==> src/rtl/mains_tod_pkg.sv <==
package mains_tod_pkg;
  localparam int HR_W   = 5;
  localparam int MS_W   = 6;
  localparam int TN_W   = 4;
  localparam int HR_MOD = 24;
  localparam int MS_MOD = 60;
  localparam int TN_MOD = 10;
  localparam int DIV60  = 6;
  localparam int DIV50  = 5;
  localparam int PRE_W  = $clog2(DIV60);

  // Limit a loaded value to the largest legal count of its field.
  function automatic logic [MS_W-1:0] clamp_field(input logic [MS_W-1:0] v,
                                                  input logic [MS_W-1:0] maxv);
    return (v > maxv) ? maxv : v;
  endfunction
endpackage

==> src/rtl/tod_line_filter.sv <==
module tod_line_filter #(
  parameter int FILT_LEN  = 8,
  parameter int SYNC_DEPTH = 2
) (
  input  logic clk,
  input  logic rst,
  input  logic line_raw,
  output logic line_pulse
);
  localparam int CW = $clog2(FILT_LEN + 1);

  logic [SYNC_DEPTH-1:0] sync_q;
  logic                  filt_q;
  logic                  filt_prev_q;
  logic [CW-1:0]         run_q;
  logic                  line_s;

  // Synchronizer chain, one stage per generate step.
  genvar gi;
  generate
    for (gi = 0; gi < SYNC_DEPTH; gi++) begin : g_sync
      if (gi == 0) begin : g_first
        always_ff @(posedge clk) begin
          if (rst) sync_q[0] <= 1'b0;
          else     sync_q[0] <= line_raw;
        end
      end else begin : g_next
        always_ff @(posedge clk) begin
          if (rst) sync_q[gi] <= 1'b0;
          else     sync_q[gi] <= sync_q[gi-1];
        end
      end
    end
  endgenerate

  assign line_s = sync_q[SYNC_DEPTH-1];

  // Persistence filter: a new level is taken only after FILT_LEN
  // consecutive samples disagree with the current filtered level.
  always_ff @(posedge clk) begin
    if (rst) begin
      filt_q <= 1'b0;
      run_q  <= '0;
    end else if (line_s == filt_q) begin
      run_q <= '0;
    end else if (run_q == CW'(FILT_LEN - 1)) begin
      filt_q <= line_s;
      run_q  <= '0;
    end else begin
      run_q <= run_q + 1'b1;
    end
  end

  always_ff @(posedge clk) begin
    if (rst) filt_prev_q <= 1'b0;
    else     filt_prev_q <= filt_q;
  end

  assign line_pulse = filt_q & ~filt_prev_q;
endmodule

==> src/rtl/tod_prescaler.sv <==
module tod_prescaler
  import mains_tod_pkg::*;
(
  input  logic clk,
  input  logic rst,
  input  logic clr,
  input  logic mode_50,
  input  logic pulse_in,
  output logic tick_out
);
  logic [PRE_W-1:0] cnt_q;
  logic [PRE_W-1:0] last;

  assign last     = mode_50 ? PRE_W'(DIV50 - 1) : PRE_W'(DIV60 - 1);
  // ">=" keeps a mode switch mid-period from overrunning the shorter divide.
  assign tick_out = pulse_in & ~clr & (cnt_q >= last);

  always_ff @(posedge clk) begin
    if (rst || clr)    cnt_q <= '0;
    else if (tick_out) cnt_q <= '0;
    else if (pulse_in) cnt_q <= cnt_q + 1'b1;
  end
endmodule

==> src/rtl/tod_digit.sv <==
module tod_digit #(
  parameter int MOD = 60,
  parameter int W   = $clog2(MOD)
) (
  input  logic         clk,
  input  logic         rst,
  input  logic         load,
  input  logic [W-1:0] load_val,
  input  logic         inc,
  output logic [W-1:0] value,
  output logic         carry
);
  logic [W-1:0] val_q;

  assign carry = inc & ~load & (val_q == W'(MOD - 1));
  assign value = val_q;

  always_ff @(posedge clk) begin
    if (rst)        val_q <= '0;
    else if (load)  val_q <= load_val;
    else if (carry) val_q <= '0;
    else if (inc)   val_q <= val_q + 1'b1;
  end
endmodule

==> src/rtl/mains_tod_clock.sv <==
module mains_tod_clock
  import mains_tod_pkg::*;
#(
  parameter int FILT_LEN = 8
) (
  input  logic            clk,
  input  logic            rst,
  input  logic            line_in,
  input  logic            mode_50hz,
  input  logic            set_valid,
  output logic            set_ready,
  input  logic [HR_W-1:0] set_hours,
  input  logic [MS_W-1:0] set_minutes,
  input  logic [MS_W-1:0] set_seconds,
  output logic [TN_W-1:0] tenths,
  output logic [MS_W-1:0] seconds,
  output logic [MS_W-1:0] minutes,
  output logic [HR_W-1:0] hours
);
  logic            line_pulse;
  logic            tenth_tick;
  logic            sec_tick;
  logic            min_tick;
  logic            hr_tick;
  logic            day_wrap;
  logic            load;
  logic [MS_W-1:0] ld_sec;
  logic [MS_W-1:0] ld_min;
  logic [MS_W-1:0] ld_hr_wide;
  logic [HR_W-1:0] ld_hr;

  assign set_ready = ~rst;
  assign load      = set_valid & set_ready;

  assign ld_sec     = clamp_field(set_seconds, MS_W'(MS_MOD - 1));
  assign ld_min     = clamp_field(set_minutes, MS_W'(MS_MOD - 1));
  assign ld_hr_wide = clamp_field(MS_W'(set_hours), MS_W'(HR_MOD - 1));
  assign ld_hr      = ld_hr_wide[HR_W-1:0];

  tod_line_filter #(.FILT_LEN(FILT_LEN)) u_filter (
    .clk        (clk),
    .rst        (rst),
    .line_raw   (line_in),
    .line_pulse (line_pulse)
  );

  tod_prescaler u_pre (
    .clk      (clk),
    .rst      (rst),
    .clr      (set_valid),
    .mode_50  (mode_50hz),
    .pulse_in (line_pulse),
    .tick_out (tenth_tick)
  );

  tod_digit #(.MOD(TN_MOD), .W(TN_W)) u_tenths (
    .clk      (clk),
    .rst      (rst),
    .load     (set_valid),
    .load_val ('0),
    .inc      (tenth_tick),
    .value    (tenths),
    .carry    (sec_tick)
  );

  tod_digit #(.MOD(MS_MOD), .W(MS_W)) u_sec (
    .clk      (clk),
    .rst      (rst),
    .load     (load),
    .load_val (ld_sec),
    .inc      (sec_tick),
    .value    (seconds),
    .carry    (min_tick)
  );

  tod_digit #(.MOD(MS_MOD), .W(MS_W)) u_min (
    .clk      (clk),
    .rst      (rst),
    .load     (load),
    .load_val (ld_min),
    .inc      (min_tick),
    .value    (minutes),
    .carry    (hr_tick)
  );

  tod_digit #(.MOD(HR_MOD), .W(HR_W)) u_hr (
    .clk      (clk),
    .rst      (rst),
    .load     (load),
    .load_val (ld_hr),
    .inc      (hr_tick),
    .value    (hours),
    .carry    (day_wrap)
  );

  logic unused_ok;
  assign unused_ok = day_wrap;
endmodule

==> config.mk <==
export PLATFORM = sky130hd
export DESIGN_NAME = mains_tod_clock
export DESIGN_NICKNAME = d
export VERILOG_FILES = /design/src/rtl/mains_tod_pkg.sv /design/src/rtl/tod_line_filter.sv /design/src/rtl/tod_prescaler.sv /design/src/rtl/tod_digit.sv /design/src/rtl/mains_tod_clock.sv
export SDC_FILE = /design/constraint.sdc
export NUM_CORES = 1
export LEC_CHECK = 0
export BUFFER_PORTS_ARGS = -buffer_cell sky130_fd_sc_hd__clkbuf_2
export CAP_MARGIN = 10
export CORE_UTILIZATION = 45
export DETAILED_ROUTE_END_ITERATION = 12
export PLACE_DENSITY = 0.73
export SLEW_MARGIN = 20
export SYNTH_ARGS = -nofsm -noshare
export SYNTH_HDL_FRONTEND = slang
export SYNTH_HIERARCHICAL = 1
export SYNTH_SLANG_ARGS = --single-unit
==> constraint.sdc <==
create_clock -name clk -period 3.54 [get_ports clk]
set_input_delay 0.354 -clock clk [delete_from_list [all_inputs] [get_ports clk]]
set_output_delay 0.354 -clock clk [all_outputs]
set_load 0.05 [all_outputs]
==> impl_metrics.prom, run 1 <==
# TYPE chip_impl_metric gauge
chip_impl_metric{name="share_of_the_cycle_needed_by_the_critical_path_after_routing",unit="%"} 85.0
chip_impl_metric{name="vdd.ir_drop.worst",unit="uV"} 195
chip_impl_info{name="root_buffer",value="sky130_fd_sc_hd__clkbuf_8"} 1
chip_impl_metric{name="max-cap-violations",unit=""} 0
chip_impl_metric{name="total_clock_buffers_created_by_cts",unit=""} 5
chip_impl_metric{name="cell_area_after_technology_mapping",unit="um2"} 1880
chip_impl_metric{name="cp_max_fo",unit=""} 7
chip_impl_info{name="tritoncts",value="built"} 1
chip_impl_metric{name="post_synth.cell_area_avg",unit="um2"} 8.76
chip_impl_metric{name="drive_gt1_share",unit="%"} 26.1
chip_impl_metric{name="core_area",unit="um2"} 4000
chip_impl_metric{name="whs_path_depth",unit=""} 2
chip_impl_metric{name="antenna-diode-count",unit=""} 0
chip_impl_metric{name="final-hold-violation-count",unit=""} 0
chip_impl_metric{name="ios",unit=""} 44
chip_impl_metric{name="ctsHoldBuffers",unit=""} 0
chip_impl_metric{name="crit_required",unit="ns"} 3.71
chip_impl_metric{name="route.detailed.vias_per_inst",unit=""} 5.32
chip_impl_metric{name="design.final.nets",unit=""} 291
chip_impl_info{name="startpoint_type",value="flip-flop"} 1
chip_impl_metric{name="worst-path-buf-inv",unit=""} 3
chip_impl_metric{name="drt_drc_violations_left",unit=""} 0
chip_impl_metric{name="grt_antenna_before_repair",unit=""} 0
chip_impl_metric{name="placementRows",unit=""} 23
chip_impl_metric{name="detailed_placement_hpwl",unit="mm"} 2.69
chip_impl_metric{name="r2r_cells",unit=""} 14
chip_impl_metric{name="cts_num_sinks",unit=""} 32
chip_impl_metric{name="placement.io_buffers",unit=""} 43
chip_impl_metric{name="number_of_cells_produced_by_synthesis",unit=""} 214
chip_impl_metric{name="final.fill_count",unit=""} 386
chip_impl_info{name="critPathMostFrequentCell",value="sky130_fd_sc_hd__buf_4"} 1
chip_impl_metric{name="min_period",unit="ns"} 3.01
chip_impl_info{name="path_delay_family",value="simple AND/OR/NAND/NOR gates"} 1
chip_impl_metric{name="die_width",unit="um"} 66.6
chip_impl_info{name="critical_path_cell_with_the_highest_stage_delay",value="sky130_fd_sc_hd__dfxtp_1"} 1
chip_impl_metric{name="worst_ep_arrival_time",unit="ns"} 3.18
chip_impl_metric{name="timing.setup.tns",unit="ns"} 0
chip_impl_metric{name="globalRouteTotalUtil",unit="%"} 18.9
chip_impl_metric{name="gpl.final_weighted_congestion",unit=""} 0.791
chip_impl_metric{name="p_leak",unit="nW"} 0.954
chip_impl_metric{name="detailedRoute.firstIterationViolations",unit=""} 75
chip_impl_metric{name="initial_utilization",unit="%"} 46.9
chip_impl_info{name="critPathCaptureType",value="flip-flop"} 1
chip_impl_metric{name="global_route_wire_length_before_repair",unit="mm"} 6.24
chip_impl_info{name="rsz_0062_raised_after_global_routing",value="false"} 1
chip_impl_metric{name="yosysWarningCount",unit=""} 6
chip_impl_metric{name="clk-insertion-delay-late",unit="ns"} 0.29
chip_impl_metric{name="power_density",unit="nW/um2"} 355
chip_impl_metric{name="die_height",unit="um"} 66.6
chip_impl_metric{name="drt.antenna.violating_nets",unit=""} 0
chip_impl_metric{name="worst_setup_hold_path_clk_slew",unit="ns"} 0.06
chip_impl_metric{name="seqCellArea",unit="um2"} 641
chip_impl_metric{name="drt_pass1_iterations",unit=""} 4
chip_impl_metric{name="drt_wl_total",unit="mm"} 3.78
chip_impl_metric{name="pre_cts_ws",unit="ns"} 0.544
chip_impl_metric{name="grt_overflow",unit=""} 0
chip_impl_metric{name="clock_tree.buffer_depth",unit=""} 2
chip_impl_metric{name="area_used_by_multi_input_combinational_logic",unit="um2"} 1150
chip_impl_metric{name="achievable-frequency",unit="GHz"} 0.332
chip_impl_metric{name="dieArea",unit="um2"} 4430
chip_impl_info{name="timing.critical_path.cells",value="nor2b_1 > nand2_2 > a211oi_2 > nor3b_2 > buf_4 > nand2b_1 > nor3b_1 > buf_4 > nand2b_1 > nor3b_1 > buf_4 > mux2_2 > nand2_1 > a21oi_1"} 1
chip_impl_info{name="timing.setup.critical_path_class",value="flip-flop to flip-flop"} 1
chip_impl_metric{name="critPathMaxStageDelay",unit="ns"} 0.37
chip_impl_info{name="launch_point_of_the_worst_reg_to_reg_path",value="u_filter/filt_q"} 1
chip_impl_metric{name="detailroute.via_count",unit=""} 1653
chip_impl_metric{name="worst_slack",unit="ns"} 0.531
chip_impl_metric{name="finalHoldWorstSlack",unit="ns"} 0.298
chip_impl_metric{name="timing.final.setup_violations",unit=""} 0
chip_impl_info{name="endpoint_worst_hold",value="u_filter/sync_q[0]"} 1
chip_impl_metric{name="first_global_vias",unit=""} 1462
chip_impl_metric{name="finalMaxSlewViolations",unit=""} 0
chip_impl_metric{name="regToRegSetupSlack",unit="ns"} 0.53
chip_impl_metric{name="drt-wirelength-per-cell",unit="um"} 12.1
chip_impl_info{name="result_of_the_run",value="finished, final reports clean"} 1
chip_impl_info{name="r2r_end",value="u_hr/value[1]"} 1
chip_impl_metric{name="clock-skew-final",unit="ns"} 0.00293
chip_impl_metric{name="grt_start_max_net_pins",unit=""} 33
chip_impl_info{name="min_from",value="line_in"} 1
chip_impl_info{name="hp-class",value="input pin to flip-flop"} 1
chip_impl_metric{name="area_overhead_of_the_layout_relative_to_synthesis",unit="%"} 19.1
chip_impl_metric{name="cts.htree.levels",unit=""} 2
chip_impl_metric{name="ctsResizeCount",unit=""} 0
chip_impl_metric{name="post_cts.repair.setup_buffers",unit=""} 0
final cells by class:
type | count | share of cell area [%]
clock buffer | 6 | 3.25
clock inverter | 1 | 0.224
tap | 50 | 2.80
multi-input combinational | 161 | 51.4
inverter | 12 | 2.02
timing repair buffer | 49 | 11.6
sequential | 32 | 28.7
worst max-delay path by stage:
stage	startpoint	slack, ns	endpoint	cells past startpoint
after floorplan	u_filter/filt_q	0.25	u_hr/value[1]	13
after global placement	mode_50hz	0.60	u_hr/value[1]	16
after global routing	u_filter/filt_q	0.23	u_hr/value[4]	14
final	u_filter/filt_q	0.53	u_hr/value[1]	14
after CTS	u_filter/filt_q	0.51	u_hr/value[1]	14
after detailed placement	u_filter/filt_q	0.54	u_hr/value[1]	14
routing by layer:
layer	part of all wire, %	track usage [%]	vias to the layer above	wire length (um)
li1	-	-	845	-
met1	48	23.7	759	1830
met2	44	29.5	44	1680
met3	5.7	6.85	5	215
met4	1.5	6.38	0	55
met5	0	0	-	0
through the flow:
step	power [mW]	std cells	area, um2	utilization, %
global placement	0.532	304	2160	53.9
global route	0.838	311	2230	55.9
detailed placement	0.533	304	2160	53.9
floorplan	0.493	217	1890	-
finish	0.792	311	2230	55.9
CTS	0.802	311	2230	55.9
worst reg2reg max path: cells and delay by family (launching register included):
family / cells / cell delay [ns]
multiplexers: 1 / 0.33
flip-flops: 1 / 0.37
AO/OA/AOI/OAI: 2 / 0.30
AND/OR/NAND/NOR: 8 / 1.36
buffers and inverters: 3 / 0.53
power by group:
part / leakage [nW] / switching (mW) / internal, mW / total [mW]
Combinational: 0.652 / 0.0883 / 0.0458 / 0.134
Clock: 0.0410 / 0.133 / 0.133 / 0.267
Sequential: 0.261 / 0.0174 / 0.374 / 0.391
Total: 0.954 / 0.239 / 0.553 / 0.792
state kept, by name (all words and copies together) (netlist names), 3 cells and up:
signal          cells
u_hr/value          5
u_min/value         6
u_pre/cnt_q         3
u_tenths/value      4
u_sec/value         6
u_filter/run_q      4
placed cells by master (no fill, tap or decap), drive strengths merged, types with 2 or more instances in the layout:
| cell | n |
|---|---|
| a211oi | 3 |
| mux2i | 5 |
| o21ai | 2 |
| nand4b | 2 |
| nand2 | 8 |
| xor2 | 8 |
| dfxtp | 32 |
| a31oi | 4 |
| a221oi | 9 |
| nor2 | 21 |
| inv | 12 |
| a21oi | 15 |
| nor3b | 15 |
| and3b | 3 |
| xnor2 | 7 |
| clkbuf | 49 |
| nand4 | 2 |
| buf | 6 |
| o21a | 2 |
| conb | 4 |
| nor3 | 4 |
| nand2b | 9 |
| nand3b | 5 |
| ha | 8 |
| nor4 | 3 |
| o22ai | 2 |
| nor2b | 8 |
| nand3 | 9 |
Note: power is estimated with default switching activity, not from simulation.
==> inputs of run 2 (changes only) <==
Clock period 3.54 ns to 2.6 ns, I/O delays scaled along.
==> impl_metrics.prom, run 2 (synthesis gave the netlist of run 1 again) <==
# TYPE chip_impl_metric gauge
chip_impl_metric{name="final-hold-violation-count",unit=""} 0
chip_impl_info{name="dr.max_layer_used",value="met4"} 1
chip_impl_metric{name="finalMaxSlewViolations",unit=""} 0
chip_impl_info{name="rsz_0062_raised_after_global_routing",value="true"} 1
chip_impl_metric{name="dieArea",unit="um2"} 4430
chip_impl_metric{name="global_route_wire_length_before_repair",unit="mm"} 6.31
chip_impl_metric{name="place.detailed.instances",unit=""} 305
chip_impl_info{name="timing.setup.critical_path_class",value="flip-flop to flip-flop"} 1
chip_impl_metric{name="finalHoldWorstSlack",unit="ns"} 0.192
chip_impl_metric{name="layoutNonFillerInstCount",unit=""} 320
chip_impl_metric{name="timing.setup.tns",unit="ns"} 0
chip_impl_info{name="result_of_the_run",value="finished, final reports clean"} 1
chip_impl_metric{name="drt_pass1_iterations",unit=""} 4
chip_impl_metric{name="drive_gt1_share",unit="%"} 33.0
chip_impl_info{name="final_cell_mix",value="43 x sky130_fd_sc_hd__clkbuf_2, 30 x sky130_fd_sc_hd__dfxtp_1, 20 x sky130_fd_sc_hd__nor2_1, 14 x sky130_fd_sc_hd__a21oi_1, 13 x sky130_fd_sc_hd__buf_4"} 1
chip_impl_metric{name="crit_required",unit="ns"} 2.76
chip_impl_info{name="timing.critical_path.cells",value="inv_2 > ha_4 > nor2_4 > a211oi_4 > nor3b_4 > nand2b_4 > nor3b_4 > nand2b_4 > nor3b_4 > buf_6 > mux2_4 > nand2_2 > a21oi_2"} 1
chip_impl_metric{name="p_total",unit="mW"} 1.11
chip_impl_info{name="critical_path_cell_with_the_highest_stage_delay",value="sky130_fd_sc_hd__dfxtp_2"} 1
chip_impl_metric{name="grt_antenna_before_repair",unit=""} 0
chip_impl_info{name="startpoint_type",value="flip-flop"} 1
chip_impl_info{name="root_buffer",value="sky130_fd_sc_hd__clkbuf_8"} 1
chip_impl_metric{name="initial_utilization",unit="%"} 46.9
chip_impl_metric{name="area_used_by_multi_input_combinational_logic",unit="um2"} 1240
chip_impl_metric{name="clock-skew-final",unit="ns"} 0.00254
chip_impl_info{name="most_common_library_cell_in_the_layout_ignoring_fill_and_taps",value="sky130_fd_sc_hd__clkbuf_2"} 1
chip_impl_metric{name="final.fill_count",unit=""} 353
chip_impl_info{name="critPathMostFrequentCell",value="sky130_fd_sc_hd__nor3b_4"} 1
chip_impl_metric{name="die_height",unit="um"} 66.6
chip_impl_metric{name="total_clock_buffers_created_by_cts",unit=""} 5
chip_impl_metric{name="ios",unit=""} 44
chip_impl_metric{name="grt_overflow",unit=""} 0
chip_impl_metric{name="cp_max_fo",unit=""} 6
chip_impl_metric{name="routed-wl-met3",unit="um"} 108
chip_impl_metric{name="cts.htree.levels",unit=""} 2
chip_impl_metric{name="seqCellArea",unit="um2"} 643
chip_impl_metric{name="critPathMaxStageDelay",unit="ns"} 0.33
chip_impl_metric{name="clk-insertion-delay-late",unit="ns"} 0.28
chip_impl_metric{name="timing.final.setup_violations",unit=""} 0
chip_impl_metric{name="post_dp_cell_area",unit="um2"} 2220
chip_impl_metric{name="ctsHoldBuffers",unit=""} 0
chip_impl_metric{name="clock_tree.buffer_depth",unit=""} 2
chip_impl_metric{name="worst_setup_hold_path_clk_slew",unit="ns"} 0.06
chip_impl_metric{name="area_overhead_of_the_layout_relative_to_synthesis",unit="%"} 28.4
chip_impl_metric{name="first_global_vias",unit=""} 1477
chip_impl_metric{name="final_area",unit="um2"} 2410
chip_impl_metric{name="gpl.final_weighted_congestion",unit=""} 0.743
chip_impl_metric{name="placement.io_buffers",unit=""} 43
chip_impl_metric{name="min_period",unit="ns"} 2.53
chip_impl_metric{name="drt.antenna.violating_nets",unit=""} 0
chip_impl_metric{name="placementRows",unit=""} 23
chip_impl_metric{name="worst-path-buf-inv",unit=""} 2
chip_impl_metric{name="route.detailed.vias_per_inst",unit=""} 5.30
chip_impl_metric{name="vdd.ir_drop.worst",unit="uV"} 345
chip_impl_metric{name="drt_wl_total",unit="mm"} 3.81
chip_impl_metric{name="globalRouteTotalUtil",unit="%"} 18.4
chip_impl_info{name="hp-class",value="input pin to flip-flop"} 1
chip_impl_metric{name="cts_num_sinks",unit=""} 32
chip_impl_metric{name="power_density",unit="nW/um2"} 462
chip_impl_metric{name="detailedRoute.firstIterationViolations",unit=""} 82
chip_impl_metric{name="max-cap-violations",unit=""} 0
chip_impl_metric{name="wirelength_met1",unit="mm"} 1.82
chip_impl_metric{name="routed_wire_length_on_met2",unit="mm"} 1.82
chip_impl_metric{name="detailed_placement_hpwl",unit="mm"} 2.70
chip_impl_metric{name="core_area",unit="um2"} 4000
chip_impl_metric{name="design.final.nets",unit=""} 299
chip_impl_info{name="tritoncts",value="built"} 1
chip_impl_metric{name="worst_ep_arrival_time",unit="ns"} 2.68
chip_impl_metric{name="drt-wirelength-per-cell",unit="um"} 11.9
chip_impl_metric{name="drt_drc_violations_left",unit=""} 0
chip_impl_metric{name="achievable-frequency",unit="GHz"} 0.396
chip_impl_metric{name="grt_start_max_net_pins",unit=""} 33
chip_impl_info{name="critPathCaptureType",value="flip-flop"} 1
chip_impl_metric{name="detailroute.via_count",unit=""} 1696
chip_impl_metric{name="die_width",unit="um"} 66.6
chip_impl_info{name="path_delay_family",value="simple AND/OR/NAND/NOR gates"} 1
chip_impl_metric{name="share_of_the_cycle_needed_by_the_critical_path_after_routing",unit="%"} 97.2
chip_impl_metric{name="antenna-diode-count",unit=""} 0
chip_impl_metric{name="p_leak",unit="nW"} 1.06
run 2: layout make-up:
class | count | share of cell area, %
multi-input cells | 161 | 51.6
flip-flops and latches | 32 | 26.7
repair buffers | 57 | 13.5
clock buffers | 8 | 3.74
well taps | 50 | 2.60
inverters | 12 | 1.87
run 2: per-layer routing:
metal,global-route usage [%],vias to the layer above
li1,-,860
met1,22.1,804
met2,31.3,27
met3,4.62,5
met4,6.65,0
met5,0,-
run 2: timing repair:
item | CTS | global route
buffers inserted | 0 | 7
setup endpoints to repair | 2 | 5
gates cloned | 0 | 0
pin swaps | 0 | 7
gates resized for setup | 1 | 9
hold endpoints to repair | 0 | 0
run 2: through the flow:
stage	setup slack (ns)	utilization [%]
floorplan	-0.102	-
global placement	0.0412	55.4
detailed placement	0.00334	55.4
CTS	0.0159	57.8
global route	-0.0690	60.2
finish	0.0724	60.2
run 2: report_power, final:
part | switching [mW] | internal [mW] | leakage (nW)
Combinational | 0.123 | 0.0675 | 0.755
Clock | 0.173 | 0.216 | 0.0455
Sequential | 0.0238 | 0.509 | 0.262
run 2: worst paths after layout:
check / startpoint / end / slack [ns] / cells past startpoint
worst max-delay path: u_pre/cnt_q[0] / u_hr/value[1] / 0.07 / 13
worst min-delay path: line_in / u_filter/sync_q[0] / 0.19 / 2
worst max register to register: u_pre/cnt_q[0] / u_hr/value[1] / 0.07 / 13
worst min register to register: u_filter/run_q[0] / u_filter/run_q[0] / 0.45 / 1
==> inputs of run 3 (changes only) <==
--- a/config.mk
+++ b/config.mk
@@ -9,4 +9,5 @@
 export CAP_MARGIN = 10
 export CORE_UTILIZATION = 45
+export CTS_CLUSTER_DIAMETER = 120
 export DETAILED_ROUTE_END_ITERATION = 12
 export PLACE_DENSITY = 0.73
==> constraint.sdc (replaced) <==
create_clock -name clk -period 2.6 [get_ports clk]
set_input_delay 0 -clock clk [delete_from_list [all_inputs] [get_ports clk]]
set_output_delay 0 -clock clk [all_outputs]
set_load 0.05 [all_outputs]
==> impl_metrics.prom, run 3 (synthesis gave the netlist of run 1 again) <==
# TYPE chip_impl_metric gauge
chip_impl_metric{name="gpl.final_weighted_congestion",unit=""} 0.745
chip_impl_metric{name="worst_ep_arrival_time",unit="ns"} 2.73
chip_impl_metric{name="grt_antenna_before_repair",unit=""} 0
chip_impl_metric{name="die_width",unit="um"} 66.6
chip_impl_metric{name="die_height",unit="um"} 66.6
chip_impl_info{name="startpoint_type",value="flip-flop"} 1
chip_impl_metric{name="clock-skew-final",unit="ns"} 0.00811
chip_impl_metric{name="worst-path-buf-inv",unit=""} 1
chip_impl_metric{name="total_clock_buffers_created_by_cts",unit=""} 5
chip_impl_metric{name="global_route_wire_length_before_repair",unit="mm"} 6.33
chip_impl_metric{name="cts_num_sinks",unit=""} 32
chip_impl_metric{name="clock_tree.buffer_depth",unit=""} 2
chip_impl_metric{name="cp_max_fo",unit=""} 7
chip_impl_info{name="hp-class",value="input pin to flip-flop"} 1
chip_impl_metric{name="dieArea",unit="um2"} 4430
chip_impl_metric{name="share_of_the_cycle_needed_by_the_critical_path_after_routing",unit="%"} 98.6
chip_impl_metric{name="design.final.nets",unit=""} 297
chip_impl_metric{name="final.fill_count",unit=""} 371
chip_impl_metric{name="seqCellArea",unit="um2"} 643
chip_impl_info{name="path_delay_family",value="simple AND/OR/NAND/NOR gates"} 1
chip_impl_info{name="timing.setup.critical_path_class",value="flip-flop to flip-flop"} 1
chip_impl_metric{name="initial_utilization",unit="%"} 46.9
chip_impl_info{name="critPathCaptureType",value="flip-flop"} 1
chip_impl_info{name="timing.critical_path.cells",value="inv_2 > ha_4 > nor2_2 > a211oi_4 > nor3b_4 > nand2b_4 > nor3b_4 > nand2b_4 > nor3b_4 > mux2_4 > nand2_2 > a21oi_1"} 1
chip_impl_metric{name="detailed_placement_hpwl",unit="mm"} 2.72
chip_impl_metric{name="globalRouteTotalUtil",unit="%"} 19.3
chip_impl_metric{name="vdd.ir_drop.worst",unit="uV"} 237
chip_impl_metric{name="crit_required",unit="ns"} 2.77
chip_impl_metric{name="critPathMaxStageDelay",unit="ns"} 0.35
chip_impl_metric{name="placementRows",unit=""} 23
chip_impl_info{name="root_buffer",value="sky130_fd_sc_hd__clkbuf_8"} 1
chip_impl_metric{name="final-hold-violation-count",unit=""} 0
chip_impl_metric{name="drt_drc_violations_left",unit=""} 0
chip_impl_metric{name="layout.core_utilization",unit="%"} 59.6
chip_impl_metric{name="first_global_vias",unit=""} 1435
chip_impl_metric{name="drt_pass1_iterations",unit=""} 4
chip_impl_metric{name="post_dp_cell_area",unit="um2"} 2200
chip_impl_metric{name="drt-wirelength-per-cell",unit="um"} 12.3
chip_impl_info{name="most_common_library_cell_in_the_layout_ignoring_fill_and_taps",value="sky130_fd_sc_hd__clkbuf_2"} 1
chip_impl_metric{name="p_leak",unit="nW"} 1.05
chip_impl_metric{name="drt_wl_total",unit="mm"} 3.91
chip_impl_metric{name="drt.antenna.violating_nets",unit=""} 0
chip_impl_info{name="rsz_0062_raised_after_global_routing",value="true"} 1
chip_impl_metric{name="antenna-diode-count",unit=""} 0
chip_impl_metric{name="detailroute.via_count",unit=""} 1647
chip_impl_info{name="critPathMostFrequentCell",value="sky130_fd_sc_hd__nor3b_4"} 1
chip_impl_metric{name="cts.htree.levels",unit=""} 2
chip_impl_metric{name="detailedRoute.firstIterationViolations",unit=""} 118
chip_impl_info{name="critical_path_cell_with_the_highest_stage_delay",value="sky130_fd_sc_hd__dfxtp_2"} 1
chip_impl_metric{name="route.detailed.vias_per_inst",unit=""} 5.18
chip_impl_metric{name="area_used_by_multi_input_combinational_logic",unit="um2"} 1230
chip_impl_info{name="final_cell_mix",value="43 x sky130_fd_sc_hd__clkbuf_2, 30 x sky130_fd_sc_hd__dfxtp_1, 20 x sky130_fd_sc_hd__nor2_1, 15 x sky130_fd_sc_hd__a21oi_1, 12 x sky130_fd_sc_hd__nor3b_1"} 1
chip_impl_metric{name="final_area",unit="um2"} 2380
chip_impl_info{name="tritoncts",value="built"} 1
chip_impl_metric{name="drive_gt1_share",unit="%"} 30.6
chip_impl_metric{name="clk-insertion-delay-late",unit="ns"} 0.29
chip_impl_metric{name="placement.io_buffers",unit=""} 43
chip_impl_metric{name="timing.final.setup_violations",unit=""} 0
chip_impl_metric{name="ios",unit=""} 44
chip_impl_metric{name="core_area",unit="um2"} 4000
chip_impl_metric{name="max-cap-violations",unit=""} 0
chip_impl_metric{name="grt_start_max_net_pins",unit=""} 33
chip_impl_metric{name="achievable-frequency",unit="GHz"} 0.390
chip_impl_metric{name="min_period",unit="ns"} 2.56
chip_impl_metric{name="grt_overflow",unit=""} 0
chip_impl_metric{name="finalMaxSlewViolations",unit=""} 0
chip_impl_info{name="result_of_the_run",value="finished, final reports clean"} 1
chip_impl_metric{name="power_density",unit="nW/um2"} 472
chip_impl_metric{name="worst_setup_hold_path_clk_slew",unit="ns"} 0.07
chip_impl_metric{name="area_overhead_of_the_layout_relative_to_synthesis",unit="%"} 27.0
run 3: cell count changes in the layout (fill, tap and decap cells not counted), sizes merged:
cell / previous run / this run
buf: 14 / 9
dlygate4sd3: 0 / 3
run 3: final cells by class:
cell class	count	share of cell area (%)
sequential	32	27.0
multi-input combinational	161	51.6
tap	50	2.63
clock buffer	8	3.78
timing repair buffer	55	13.1
inverter	12	1.89
run 3: worst min-delay path, delay by kind of cell:
kind / cells / cell delay (ns)
and+or+nand+nor: 1 / 0.08
AOI/OAI and AO/OA: 1 / 0.08
buffers and inverters: 1 / 0.11
run 3: layer usage:
metal	track usage [%]	routed length, um	vias up
met4	9.04	70	0
met5	0	0	-
met1	24.4	1870	755
met2	29.7	1830	31
li1	-	-	855
met3	5.65	140	6
run 3: report_power, final:
group	switching (mW)	internal (mW)	leakage, nW
logic	0.123	0.0686	0.740
registers	0.0240	0.509	0.262
clock network	0.184	0.216	0.0455
total	0.331	0.793	1.05
run 3: path summary, 6_finish.rpt:
check,cells past startpoint,endpoint,slack (ns),from
setup reg to reg,12,u_hr/value[1],0.04,u_pre/cnt_q[0]
hold / removal,3,u_min/value[4],0.009,set_minutes[4]
hold reg to reg,1,u_filter/run_q[0],0.44,u_filter/run_q[0]
setup / recovery,12,u_hr/value[1],0.04,u_pre/cnt_q[0]
run 3: through the flow:
step | worst slack, ns | std cells | TNS (ns) | hold WS [ns] | power, mW
4_1_cts | 0.000153 | 314 | 0 | 0.00614 | 1.13
5_1_grt | -0.116 | 318 | -0.469 | 0.0156 | 1.18
3_5_place_dp | 0.00944 | 303 | 0 | 0.232 | 0.730
6_report | 0.0361 | 318 | 0 | 0.00945 | 1.12
2_1_floorplan | -0.102 | 217 | -0.291 | 0.0617 | 0.674
3_3_place_gp | 0.0721 | 303 | 0 | 0.220 | 0.727
run 3: repair_timing:
action                     in CTS  in global routing
resized for setup               0                  6
buffers inserted                0                  4
hold buffers                    3                  0
hold endpoints to repair        3                  0
setup endpoints to repair       0                  5
